==> config.mk <==
export PLATFORM = sky130hd
export DESIGN_NAME = cx_expand
export DESIGN_NICKNAME = d
export VERILOG_FILES = /design/src/rtl/cx_pkg.sv /design/src/rtl/cx_ctrl.sv /design/src/rtl/cx_dpath.sv /design/src/rtl/cx_expand.sv
export SDC_FILE = /design/constraint.sdc
export NUM_CORES = 1
export LEC_CHECK = 0
export ABC_AREA = 1
export BUFFER_PORTS_ARGS = -buffer_cell sky130_fd_sc_hd__buf_2
export CAP_MARGIN = 0
export CORE_MARGIN = 2
export CORE_UTILIZATION = 53
export DETAILED_ROUTE_END_ITERATION = 6
export PLACE_DENSITY = 0.85
export SETUP_SLACK_MARGIN = 0.05
export SYNTH_ARGS = -nofsm -noshare
export SYNTH_HDL_FRONTEND = slang
export SYNTH_HIERARCHICAL = 1
export SYNTH_SLANG_ARGS = --single-unit
==> constraint.sdc <==
create_clock -name vclk -period 3.6
set_input_delay 0.72 -clock vclk [all_inputs]
set_output_delay 0.72 -clock vclk [all_outputs]
set_load 0.01 [all_outputs]
==> src/rtl/cx_pkg.sv <==
package cx_pkg;
  localparam int ILEN = 32;
  localparam int HLEN = 16;
  localparam int RLEN = 5;

  localparam logic [6:0] OPC_OPIMM = 7'b0010011;
  localparam logic [6:0] OPC_LUI   = 7'b0110111;
  localparam logic [6:0] OPC_JAL   = 7'b1101111;
  localparam logic [6:0] OPC_JALR  = 7'b1100111;
  localparam logic [6:0] OPC_BR    = 7'b1100011;
  localparam logic [6:0] OPC_LOAD  = 7'b0000011;
  localparam logic [6:0] OPC_STORE = 7'b0100011;
  localparam logic [6:0] OPC_OP    = 7'b0110011;
  localparam logic [6:0] OPC_SYS   = 7'b1110011;

  typedef enum logic [2:0] {
    FMT_ZERO, FMT_PASS, FMT_I, FMT_S, FMT_B, FMT_J, FMT_U, FMT_R
  } FmtKind;

  typedef enum logic [3:0] {
    IM_ZERO, IM_ONE, IM_ADDI6, IM_SPN, IM_SP16, IM_LUI, IM_SHAMT, IM_LW,
    IM_LWSP, IM_SWSP, IM_JOFF, IM_BZ, IM_LI8, IM_INC, IM_BEQ4, IM_BR5
  } ImmKind;

  typedef enum logic [3:0] {
    RS_X0, RS_RA, RS_SP, RS_A5, RS_HI5, RS_LO5, RS_HI3, RS_LO3, RS_ALT
  } RegSrc;

  typedef struct packed {
    FmtKind     fmt;
    ImmKind     imm;
    RegSrc      rd;
    RegSrc      rs1;
    RegSrc      rs2;
    logic [6:0] opc;
    logic [2:0] f3;
    logic [6:0] f7;
    logic       bad;
  } CtrlStrobe;
endpackage

==> src/rtl/cx_ctrl.sv <==
module cx_ctrl
  import cx_pkg::*;
(
  input  logic [HLEN-1:0] half,
  output CtrlStrobe       ctl
);
  logic [4:0] slot;
  logic       imm6Zero;
  logic [4:0] rdHi;
  logic [4:0] rsLo;

  assign slot     = {half[15:13], half[1:0]};
  assign imm6Zero = ~|{half[12], half[6:2]};
  assign rdHi     = half[11:7];
  assign rsLo     = half[6:2];

  always_comb begin
    ctl     = '0;
    ctl.bad = 1'b1;
    if (half[1:0] == 2'b11) begin
      ctl.fmt = FMT_PASS;
      ctl.bad = 1'b0;
    end else begin
      case (slot)
        5'b000_00: begin ctl.fmt = FMT_I; ctl.imm = IM_SPN; ctl.rd = RS_LO3; ctl.rs1 = RS_SP;
                         ctl.opc = OPC_OPIMM; ctl.bad = ~|half[12:5]; end
        5'b001_00: begin ctl.fmt = FMT_I; ctl.imm = IM_LI8; ctl.rd = RS_LO3; ctl.rs1 = RS_X0;
                         ctl.opc = OPC_OPIMM; ctl.bad = 1'b0; end
        5'b010_00: begin ctl.fmt = FMT_I; ctl.imm = IM_LW; ctl.rd = RS_LO3; ctl.rs1 = RS_HI3;
                         ctl.opc = OPC_LOAD; ctl.f3 = 3'b010; ctl.bad = 1'b0; end
        5'b011_00: begin ctl.fmt = FMT_I; ctl.imm = IM_INC; ctl.rd = RS_A5; ctl.rs1 = RS_A5;
                         ctl.opc = OPC_OPIMM; ctl.bad = ~|half[12:2]; end
        5'b101_00: begin ctl.fmt = FMT_B; ctl.imm = IM_BEQ4; ctl.rs1 = RS_LO3; ctl.rs2 = RS_ALT;
                         ctl.opc = OPC_BR; ctl.f3 = {2'b00, half[8]}; ctl.bad = |half[7:6]; end
        5'b110_00: begin ctl.fmt = FMT_S; ctl.imm = IM_LW; ctl.rs1 = RS_HI3; ctl.rs2 = RS_LO3;
                         ctl.opc = OPC_STORE; ctl.f3 = 3'b010; ctl.bad = 1'b0; end
        5'b000_01: begin ctl.fmt = FMT_I; ctl.imm = IM_ADDI6; ctl.rd = RS_HI5; ctl.rs1 = RS_HI5;
                         ctl.opc = OPC_OPIMM; ctl.bad = imm6Zero & (|rdHi); end
        5'b001_01, 5'b101_01: begin
                         ctl.fmt = FMT_J; ctl.imm = IM_JOFF; ctl.rd = half[15] ? RS_X0 : RS_RA;
                         ctl.opc = OPC_JAL; ctl.bad = 1'b0; end
        5'b010_01: begin ctl.fmt = FMT_I; ctl.imm = IM_ADDI6; ctl.rd = RS_HI5; ctl.rs1 = RS_X0;
                         ctl.opc = OPC_OPIMM; ctl.bad = ~|rdHi; end
        5'b011_01: begin
          if (rdHi == 5'd2) begin
            ctl.fmt = FMT_I; ctl.imm = IM_SP16; ctl.rd = RS_SP; ctl.rs1 = RS_SP;
            ctl.opc = OPC_OPIMM;
          end else begin
            ctl.fmt = FMT_U; ctl.imm = IM_LUI; ctl.rd = RS_HI5; ctl.opc = OPC_LUI;
          end
          ctl.bad = imm6Zero;
        end
        5'b100_01: begin
          ctl.rd = RS_HI3; ctl.rs1 = RS_HI3; ctl.bad = half[12];
          case (half[11:10])
            2'b00: begin ctl.fmt = FMT_I; ctl.imm = IM_SHAMT; ctl.opc = OPC_OPIMM; ctl.f3 = 3'b101; end
            2'b01: begin ctl.fmt = FMT_I; ctl.imm = IM_SHAMT; ctl.opc = OPC_OPIMM; ctl.f3 = 3'b101;
                         ctl.f7 = 7'b0100000; end
            2'b10: begin ctl.fmt = FMT_I; ctl.imm = IM_ADDI6; ctl.opc = OPC_OPIMM; ctl.f3 = 3'b111;
                         ctl.bad = 1'b0; end
            default: begin
              ctl.fmt = FMT_R; ctl.rs2 = RS_LO3; ctl.opc = OPC_OP;
              case (half[6:5])
                2'b00:   begin ctl.f3 = 3'b000; ctl.f7 = 7'b0100000; end
                2'b01:   ctl.f3 = 3'b100;
                2'b10:   ctl.f3 = 3'b110;
                default: ctl.f3 = 3'b111;
              endcase
            end
          endcase
        end
        5'b110_01, 5'b111_01: begin
                         ctl.fmt = FMT_B; ctl.imm = IM_BZ; ctl.rs1 = RS_HI3; ctl.rs2 = RS_X0;
                         ctl.opc = OPC_BR; ctl.f3 = {2'b00, half[13]}; ctl.bad = 1'b0; end
        5'b000_10: begin ctl.fmt = FMT_I; ctl.imm = IM_SHAMT; ctl.rd = RS_HI5; ctl.rs1 = RS_HI5;
                         ctl.opc = OPC_OPIMM; ctl.f3 = 3'b001; ctl.bad = half[12]; end
        5'b001_10: begin ctl.fmt = FMT_B; ctl.imm = IM_BR5; ctl.rs1 = RS_LO3; ctl.rs2 = RS_ALT;
                         ctl.opc = OPC_BR; ctl.f3 = {half[12], 1'b0, half[11]}; ctl.bad = 1'b0; end
        5'b010_10: begin ctl.fmt = FMT_I; ctl.imm = IM_LWSP; ctl.rd = RS_HI5; ctl.rs1 = RS_SP;
                         ctl.opc = OPC_LOAD; ctl.f3 = 3'b010; ctl.bad = ~|rdHi; end
        5'b011_10, 5'b101_10: begin
          ctl.imm = IM_ZERO; ctl.rs1 = RS_HI3;
          ctl.bad = |{half[11:10], half[6:5]};
          if (half[12]) begin
            ctl.fmt = FMT_S; ctl.rs2 = RS_LO3; ctl.opc = OPC_STORE;
            ctl.f3 = half[15] ? 3'b010 : 3'b000;
          end else begin
            ctl.fmt = FMT_I; ctl.rd = RS_LO3; ctl.opc = OPC_LOAD;
            ctl.f3 = half[15] ? 3'b010 : 3'b100;
          end
        end
        5'b100_10: begin
          ctl.bad = 1'b0;
          if (!half[12]) begin
            if (rsLo == 5'd0) begin
              ctl.fmt = FMT_I; ctl.rd = RS_X0; ctl.rs1 = RS_HI5; ctl.opc = OPC_JALR;
              ctl.bad = ~|rdHi;
            end else begin
              ctl.fmt = FMT_R; ctl.rd = RS_HI5; ctl.rs1 = RS_X0; ctl.rs2 = RS_LO5; ctl.opc = OPC_OP;
            end
          end else if (rsLo == 5'd0 && rdHi == 5'd0) begin
            ctl.fmt = FMT_I; ctl.imm = IM_ONE; ctl.opc = OPC_SYS;
          end else if (rsLo == 5'd0) begin
            ctl.fmt = FMT_I; ctl.rd = RS_RA; ctl.rs1 = RS_HI5; ctl.opc = OPC_JALR;
          end else begin
            ctl.fmt = FMT_R; ctl.rd = RS_HI5; ctl.rs1 = RS_HI5; ctl.rs2 = RS_LO5; ctl.opc = OPC_OP;
          end
        end
        5'b110_10: begin ctl.fmt = FMT_S; ctl.imm = IM_SWSP; ctl.rs1 = RS_SP; ctl.rs2 = RS_LO5;
                         ctl.opc = OPC_STORE; ctl.f3 = 3'b010; ctl.bad = 1'b0; end
        default: ctl.bad = 1'b1;
      endcase
      if (ctl.bad) ctl.fmt = FMT_ZERO;
    end
  end
endmodule

==> src/rtl/cx_dpath.sv <==
module cx_dpath
  import cx_pkg::*;
(
  input  logic [ILEN-1:0] fetchWord,
  input  CtrlStrobe       ctl,
  output logic [ILEN-1:0] expWord
);
  logic [HLEN-1:0] c;
  logic [ILEN-1:0] immVal;
  logic [RLEN-1:0] rdNum, rs1Num, rs2Num;

  assign c = fetchWord[HLEN-1:0];

  function automatic logic [RLEN-1:0] pickReg(input RegSrc s, input logic [HLEN-1:0] h);
    case (s)
      RS_RA:   return 5'd1;
      RS_SP:   return 5'd2;
      RS_A5:   return 5'd15;
      RS_HI5:  return h[11:7];
      RS_LO5:  return h[6:2];
      RS_HI3:  return {2'b01, h[9:7]};
      RS_LO3:  return {2'b01, h[4:2]};
      RS_ALT:  return h[5] ? 5'd15 : 5'd0;
      default: return 5'd0;
    endcase
  endfunction

  assign rdNum  = pickReg(ctl.rd, c);
  assign rs1Num = pickReg(ctl.rs1, c);
  assign rs2Num = pickReg(ctl.rs2, c);

  always_comb begin
    case (ctl.imm)
      IM_ONE:   immVal = 32'd1;
      IM_ADDI6: immVal = {{26{c[12]}}, c[12], c[6:2]};
      IM_SPN:   immVal = {22'b0, c[10:7], c[12:11], c[5], c[6], 2'b0};
      IM_SP16:  immVal = {{22{c[12]}}, c[12], c[4:3], c[5], c[2], c[6], 4'b0};
      IM_LUI:   immVal = {{14{c[12]}}, c[12], c[6:2], 12'b0};
      IM_SHAMT: immVal = {20'b0, ctl.f7, c[6:2]};
      IM_LW:    immVal = {25'b0, c[5], c[12:10], c[6], 2'b0};
      IM_LWSP:  immVal = {24'b0, c[3:2], c[12], c[6:4], 2'b0};
      IM_SWSP:  immVal = {24'b0, c[8:7], c[12:9], 2'b0};
      IM_JOFF:  immVal = {{20{c[12]}}, c[12], c[8], c[10:9], c[6], c[7], c[2], c[11], c[5:3], 1'b0};
      IM_BZ:    immVal = {{23{c[12]}}, c[12], c[6:5], c[2], c[11:10], c[4:3], 1'b0};
      IM_LI8:   immVal = {24'b0, c[12:5]};
      IM_INC:   immVal = {{20{c[12]}}, c[12:2], 1'b0};
      IM_BEQ4:  immVal = {27'b0, c[12:9], 1'b0};
      IM_BR5:   immVal = {26'b0, c[10:6], 1'b0};
      default:  immVal = '0;
    endcase
  end

  always_comb begin
    case (ctl.fmt)
      FMT_PASS: expWord = fetchWord;
      FMT_I:    expWord = {immVal[11:0], rs1Num, ctl.f3, rdNum, ctl.opc};
      FMT_S:    expWord = {immVal[11:5], rs2Num, rs1Num, ctl.f3, immVal[4:0], ctl.opc};
      FMT_B:    expWord = {immVal[12], immVal[10:5], rs2Num, rs1Num, ctl.f3,
                           immVal[4:1], immVal[11], ctl.opc};
      FMT_J:    expWord = {immVal[20], immVal[10:1], immVal[11], immVal[19:12], rdNum, ctl.opc};
      FMT_U:    expWord = {immVal[31:12], rdNum, ctl.opc};
      FMT_R:    expWord = {ctl.f7, rs2Num, rs1Num, ctl.f3, rdNum, ctl.opc};
      default:  expWord = '0;
    endcase
  end
endmodule

==> src/rtl/cx_expand.sv <==
module cx_expand
  import cx_pkg::*;
(
  input  logic [31:0] fetchWord,
  output logic [31:0] expWord,
  output logic        isIllegal
);
  CtrlStrobe ctl;

  cx_ctrl u_ctrl (
    .half (fetchWord[HLEN-1:0]),
    .ctl  (ctl)
  );

  cx_dpath u_dpath (
    .fetchWord (fetchWord),
    .ctl       (ctl),
    .expWord   (expWord)
  );

  assign isIllegal = ctl.bad;
endmodule

==> flow_metrics.py, run 1 <==
metrics = {
    "synth": {
        "syn_inst": 645,
        "ys_types": 39,
        "syn_avg_cell_area_um2": 4.61,
        "yosysSeqAreaShare_pct": 0,
        "synth_top_area_share_pct": 25.9,
        "synth_common_cells": "205 x nand2_1, 106 x nor2_1, 80 x inv_1, 80 x nand3_1, 39 x o21ai_0",
        "yosys_warnings": 6,
        "yosys.area.top_type": "nand2_1",
        "synth_area_leaders": "nand2_1 26%, nand3_1 13%, nor2_1 13%",
        "yosysMostFrequentCell": "nand2_1",
        "syn_area_mm2": 0.00297,
    },
    "grt": {
        "grt_max_degree": 12,
        "grt_overflow": 16,
        "grt_pass1_wl_um": 36300,
        "grtUsageTotal_pct": 75.1,
        "grt_pass1_vias": 6654,
    },
    "floorplan": {
        "rows": 27,
        "pin_count": 65,
        "die_y_um": 78.9,
        "start_util_pct": 54.3,
        "die_w_um": 78.9,
    },
    "clocking": {
        "ctsHoldBuffers": 0,
    },
    "placed_design": {
        "hpwl_um": 11800,
        "globalplace.congestion": 1.25,
        "pre_cts_ws_ns": -0.289,
        "portBuffers": 65,
    },
    "outcome": {
        "haltStage": "5_1_grt",
        "status": "aborted with a tool error",
        "error": "[ERROR GRT-0116] Global routing finished with congestion. Check the congestion regions in the DRC Viewer.",
    },
}
-- metal layers --
layer,overflow,GRT usage [%]
met5,0,19.1
met4,3,70.3
met3,1,60.7
met2,11,93.0
met1,1,75.5
-- what timing repair did --
action                                  CTS
pin swaps                                31
resized for setup                       123
endpoints found under the setup margin   27
gates cloned                              1
buffers inserted                         16
-- stage by stage --
stage | instances | instance area [µm²] | utilization, %
floorplan | 652 | 3000 | -
detailed placement | 880 | 4140 | 75.7
CTS | 897 | 4670 | 85.3
global placement | 880 | 4140 | 75.7
-- logic make-up after synthesis --
logic type	count (synthesis)	synth area share, %
AND/OR/NAND/NOR	449	66.6
buffers and inverters	113	16.2
AO/OA/AOI/OAI	81	16.8
XOR/XNOR	1	0.295
other	1	0.126
==> run 2: changes to the inputs <==
Settings changed: CORE_UTILIZATION 53 to 40, PLACE_DENSITY 0.85 to unset, PLACE_DENSITY_LB_ADDON set to 0.15, SETUP_SLACK_MARGIN 0.05 to unset.
Clock period 3.6 ns to 4.7 ns, I/O delays scaled along.
==> run 2 against run 1 <==
Net effect: the run now ends clean; synthesized area unchanged; synthesized cell count is the same.
==> flow_metrics.py, run 2 <==
metrics = {
    "pwr": {
        "peakVddDrop_uv": 56.2,
        "power_density_mw_per_mm2": 127,
        "p_leak_nw": 2.05,
    },
    "floorplan": {
        "start_util_pct": 41.2,
        "die_y_um": 90.2,
        "rows": 31,
        "die_w_um": 90.2,
        "core_mm2": 0.00721,
        "pin_count": 65,
        "dieArea_mm2": 0.00814,
    },
    "synth": {
        "ys_types": 39,
        "yosys.area.top_type": "nand2_1",
        "synth_area_leaders": "nand2_1 26%, nand3_1 13%, nor2_1 13%",
        "syn_avg_cell_area_um2": 4.61,
        "syn_area_mm2": 0.00297,
        "synth_common_cells": "205 x nand2_1, 106 x nor2_1, 80 x inv_1, 80 x nand3_1, 39 x o21ai_0",
        "yosysSeqAreaShare_pct": 0,
        "yosys_warnings": 6,
        "yosysMostFrequentCell": "nand2_1",
        "synth_top_area_share_pct": 25.9,
        "syn_inst": 645,
    },
    "run": {
        "maxCapViolations": 0,
    },
    "placed_design": {
        "dpl_cell_area_mm2": 0.00348,
        "portBuffers": 65,
        "hpwl_um": 11500,
        "globalplace.congestion": 1.09,
    },
    "routing": {
        "routed_wl_um": 14300,
        "routedWlPerCell_um": 17.5,
        "drtAntennaViolNets": 0,
        "dr.pass1.iters": 6,
        "avgViaCountPerCell": 5.81,
        "dr.first_iter.drc_count": 515,
        "route.vias.total": 4749,
        "drc": 0,
    },
    "sta": {
        "hold_violations": 0,
        "slew_headroom_pct": 64.6,
        "fin_crit_ns": 4.59,
        "max_freq_ghz": 0.218,
        "tightest_slew_ns": 0.529,
        "timing.final.max_slew_violations": 0,
        "tns_ns": 0,
        "setup_viol": 0,
        "finalCritPeriodShare_pct": 97.8,
        "rsz0062_at_grt": "no",
        "hold_slack_ns": 2.18,
    },
    "grt": {
        "grtUsageTotal_pct": 34.1,
        "grt_overflow": 0,
        "grt_pass1_wl_um": 22700,
        "grt_pass1_vias": 4479,
        "grt_max_degree": 15,
        "antenna_found_initial": 0,
    },
    "setup_path": {
        "endpoint_kind": "primary output",
        "cp.arrival_ns": 3.65,
        "worstSetupPathType": "in2out",
        "required_ns": 3.76,
        "path_max_fanout": 10,
        "critPathLaunchType": "input pin",
    },
    "finish": {
        "multi_input_area_mm2": 0.00255,
        "layout_commonest_cell": "nand2_1",
        "seq_cells": 0,
        "nClkBuffers": 0,
        "area_growth_pct": 18.8,
        "n_antenna_cell": 0,
        "drive_gt1_share_pct": 17.8,
        "mostFrequentLayoutCells": "205 x nand2_1, 102 x nor2_1, 79 x inv_1",
        "n_fill_cell": 849,
        "fin_area_mm2": 0.00353,
        "area.sequential_um2": 0,
        "nets": 753,
    },
    "clocking": {
        "ctsHoldBuffers": 0,
    },
    "outcome": {
        "status": "finished clean",
    },
    "hold_path": {
        "hp-class": "in2out",
    },
}
==> run 2: cell counts after synthesis <==
Identical to the previous run, type by type.
==> run 2: per-layer routing <==
metal  global-route usage [%]  routed length (µm)  vias to the layer above  part of all wire, %
met4                     16.3                 865                        0                  6.0
met2                     60.5                6680                      312                   47
met1                     41.5                5550                     2111                   39
li1                         -                   -                     2250                    -
met3                     2.77                1210                       76                  8.4
met5                        0                   0                        -                    0
==> run 2: worst paths after layout <==
kind                           from          end  slack [ns]  cells after the start
worst max-delay path  fetchWord[14]  expWord[11]        0.11                     13
worst min-delay path  fetchWord[18]  expWord[18]        2.18                      4
==> run 2: logic make-up (layout without fill, tap and decap cells) <==
| kind of cell | Yosys count | count (layout) | share of synthesized area (%) |
|---|---|---|---|
| AOI/OAI and AO/OA | 81 | 81 | 16.8 |
| xor gates and xnor gates | 1 | 1 | 0.295 |
| buffers and inverters | 113 | 180 | 16.2 |
| other | 1 | 8 | 0.126 |
| and+or+nand+nor | 449 | 449 | 66.6 |
==> run 2: stage by stage <==
step                power, mW  instances  utilization (%)  worst slack, ns
detailed placement      0.425        816             48.2           0.0914
global placement        0.426        816             48.2            0.121
floorplan               0.276        652                -            0.633
CTS                     0.426        816             48.2           0.0914
global route            0.488        818             49.0          0.00181
finish                  0.449        818             49.0            0.105
==> run 2: layout make-up <==
| cell class | instances | area share (%) |
|---|---|---|
| timing repair buffer | 90 | 14.6 |
| inverter | 90 | 9.60 |
| multi-input combinational | 539 | 72.3 |
| tap | 99 | 3.51 |
==> run 2: report_power, final <==
| part | total (mW) | switching (mW) | leakage (nW) | internal [mW] |
|---|---|---|---|---|
| sequential | 0 | 0 | 0 | 0 |
| clock | 0 | 0 | 0 | 0 |
| combinational | 0.449 | 0.306 | 2.05 | 0.143 |
| total | 0.449 | 0.306 | 2.05 | 0.143 |
==> run 2: critical path, stage by stage <==
cell,delay [ns]
buf_2,0.16
nor2_2,0.33
nand3_2,0.28
o211ai_1,0.53
inv_1,0.14
nor2_1,0.27
nand2_1,0.19
nand3_1,0.10
nand2_1,0.06
nand3_1,0.21
nand2_1,0.09
a21oi_1,0.18
buf_2,0.16
==> run 2: repair_timing <==
action | in CTS | in global routing
resized for setup | 0 | 13
hold endpoints to repair | 0 | 0
setup buffers | 0 | 2
setup endpoints to repair | 0 | 24
Power figures use the tool's default switching activity.
==> run 3: changes to the inputs <==
Settings changed: SYNTH_HIERARCHICAL 1 to unset.
==> run 3 against run 2 <==
Net effect: power shrank 20%; non-clock buffer count shrank 11; die area shrank 11%; sequential share of layout area is the same; flip-flop and latch count is the same; first-iteration DRC count grew 5.0%; combinational power shrank 20%; via count shrank 5.7%; utilization shrank 0.64 points.
==> flow_metrics.py, run 3 <==
metrics = {
    "routing": {
        "dr.pass1.iters": 7,
        "drc": 0,
        "route.vias.total": 4479,
        "dr.first_iter.drc_count": 541,
        "routedWlPerCell_um": 19.8,
        "avgViaCountPerCell": 6.38,
        "drtAntennaViolNets": 0,
        "routed_wl_um": 13900,
    },
    "finish": {
        "n_antenna_cell": 0,
        "area.sequential_um2": 0,
        "drive_gt1_share_pct": 19.7,
        "nClkBuffers": 0,
        "nets": 659,
        "area_growth_pct": 17.2,
        "mostFrequentLayoutCells": "186 x nand2_1, 83 x nand3_1, 73 x nor2_1",
        "n_fill_cell": 730,
        "layout_commonest_cell": "nand2_1",
        "fin_area_mm2": 0.00307,
        "multi_input_area_mm2": 0.00233,
        "seq_cells": 0,
    },
    "sta": {
        "timing.final.max_slew_violations": 0,
        "setup_viol": 0,
        "rsz0062_at_grt": "no",
        "finalCritPeriodShare_pct": 93.8,
        "max_freq_ghz": 0.227,
        "slew_headroom_pct": 48.5,
        "hold_violations": 0,
        "tns_ns": 0,
        "fin_crit_ns": 4.41,
        "tightest_slew_ns": 0.772,
    },
    "hold_path": {
        "whs_endpoint": "expWord[27]",
        "hp-class": "in2out",
        "min_delay_path_depth": 4,
        "hold_start": "fetchWord[27]",
    },
    "synth": {
        "syn_inst": 563,
        "yosys.area.top_type": "nand2_1",
        "syn_avg_cell_area_um2": 4.65,
        "yosysSeqAreaShare_pct": 0,
        "syn_area_mm2": 0.00262,
        "yosys_warnings": 0,
        "syn_nets": 595,
        "ys_types": 32,
        "synth_area_leaders": "nand2_1 27%, nand3_1 16%, nor2_1 10%",
        "synth_top_area_share_pct": 26.7,
        "yosysMostFrequentCell": "nand2_1",
        "synth_common_cells": "186 x nand2_1, 83 x nand3_1, 73 x nor2_1",
    },
    "clocking": {
        "ctsHoldBuffers": 0,
        "cts_setup_buffers": 0,
        "cts_resized": 0,
    },
    "setup_path": {
        "path_max_fanout": 9,
        "cp.arrival_ns": 3.47,
        "endpoint_kind": "primary output",
        "required_ns": 3.76,
        "critPathLaunchType": "input pin",
        "worstSetupPathType": "in2out",
        "startpoint": "fetchWord[6]",
    },
    "pwr": {
        "power_density_mw_per_mm2": 118,
        "p_leak_nw": 1.88,
        "peakVddDrop_uv": 65.5,
    },
    "floorplan": {
        "pin_count": 65,
        "start_util_pct": 41.2,
        "core_mm2": 0.00635,
        "die_w_um": 84.9,
        "die_y_um": 84.9,
        "dieArea_mm2": 0.00721,
        "rows": 29,
    },
    "outcome": {
        "status": "finished clean",
    },
    "grt": {
        "grt_pass1_vias": 4113,
        "grt_pass1_wl_um": 21400,
        "grt_max_degree": 23,
        "antenna_found_initial": 0,
        "grt_overflow": 0,
        "grtUsageTotal_pct": 37.2,
    },
    "placed_design": {
        "hpwl_um": 11000,
        "globalplace.congestion": 1.06,
        "dpl_cell_area_mm2": 0.00307,
        "portBuffers": 65,
    },
    "run": {
        "maxCapViolations": 0,
    },
}
## run 3: cell count changes after synthesis, moves of 8 or more
| cell | previous run | this run |
|---|---|---|
| o21ai_0 | 39 | 31 |
| nor2_2 | 4 | 13 |
| inv_1 | 80 | 46 |
| nand2_1 | 205 | 186 |
| buf_4 | 11 | 1 |
| a21oi_1 | 12 | 22 |
| nor2_1 | 106 | 73 |
## run 3: area by class of cell
class,count,area share (%)
multi-input cells,489,75.9
repair buffers,79,14.0
inverters,57,6.97
well taps,77,3.14
## run 3: worst max-delay path by stage
stage                        to  depth (start not counted)
floorplan            expWord[6]                         12
global placement     expWord[4]                         15
detailed placement   expWord[4]                         15
CTS                  expWord[4]                         15
global route        expWord[10]                         17
finish               expWord[4]                         15
## run 3: report_power, final
group | switching (mW) | internal, mW | total (mW)
registers | 0 | 0 | 0
clock network | 0 | 0 | 0
logic | 0.252 | 0.109 | 0.361
## run 3: per-layer routing
| metal | wire length (µm) | global-route usage [%] | vias to the layer above |
|---|---|---|---|
| met5 | 0 | 0 | - |
| li1 | - | - | 2015 |
| met3 | 2070 | 8.17 | 81 |
| met4 | 755 | 16.3 | 0 |
| met2 | 5850 | 58.6 | 400 |
| met1 | 5200 | 48.7 | 1983 |
## run 3: critical path, stage by stage
cell and delay [ns]:
buf_2 0.22, nor2_4 0.21, inv_1 0.14, nor2_1 0.26, nor2_1 0.11, inv_1 0.12, nand2_1 0.10, nor2_2 0.20
nand2_2 0.14, inv_1 0.10, nand4_1 0.13, nor2_2 0.32, o21ai_0 0.16, o211ai_1 0.14, buf_2 0.18
## run 3: kinds of logic after synthesis
group | count (synthesis) | share of synthesized area, %
AOI/OAI and AO/OA | 84 | 18.6
and+or+nand+nor | 404 | 69.9
xor gates and xnor gates | 1 | 0.335
buffers and inverters | 74 | 11.1
## run 3: metrics by stage
| step | worst slack (ns) | power (mW) | utilization (%) | instances | hold WS (ns) |
|---|---|---|---|---|---|
| after floorplan | 1.13 | 0.223 | - | 563 | 2.02 |
| after CTS | 0.429 | 0.346 | 48.3 | 702 | 2.18 |
| after global placement | 0.375 | 0.348 | 48.3 | 702 | 2.18 |
| after global routing | 0.127 | 0.389 | 48.3 | 702 | 2.20 |
| after detailed placement | 0.443 | 0.344 | 48.3 | 702 | 2.18 |
| final | 0.292 | 0.361 | 48.3 | 702 | 2.18 |
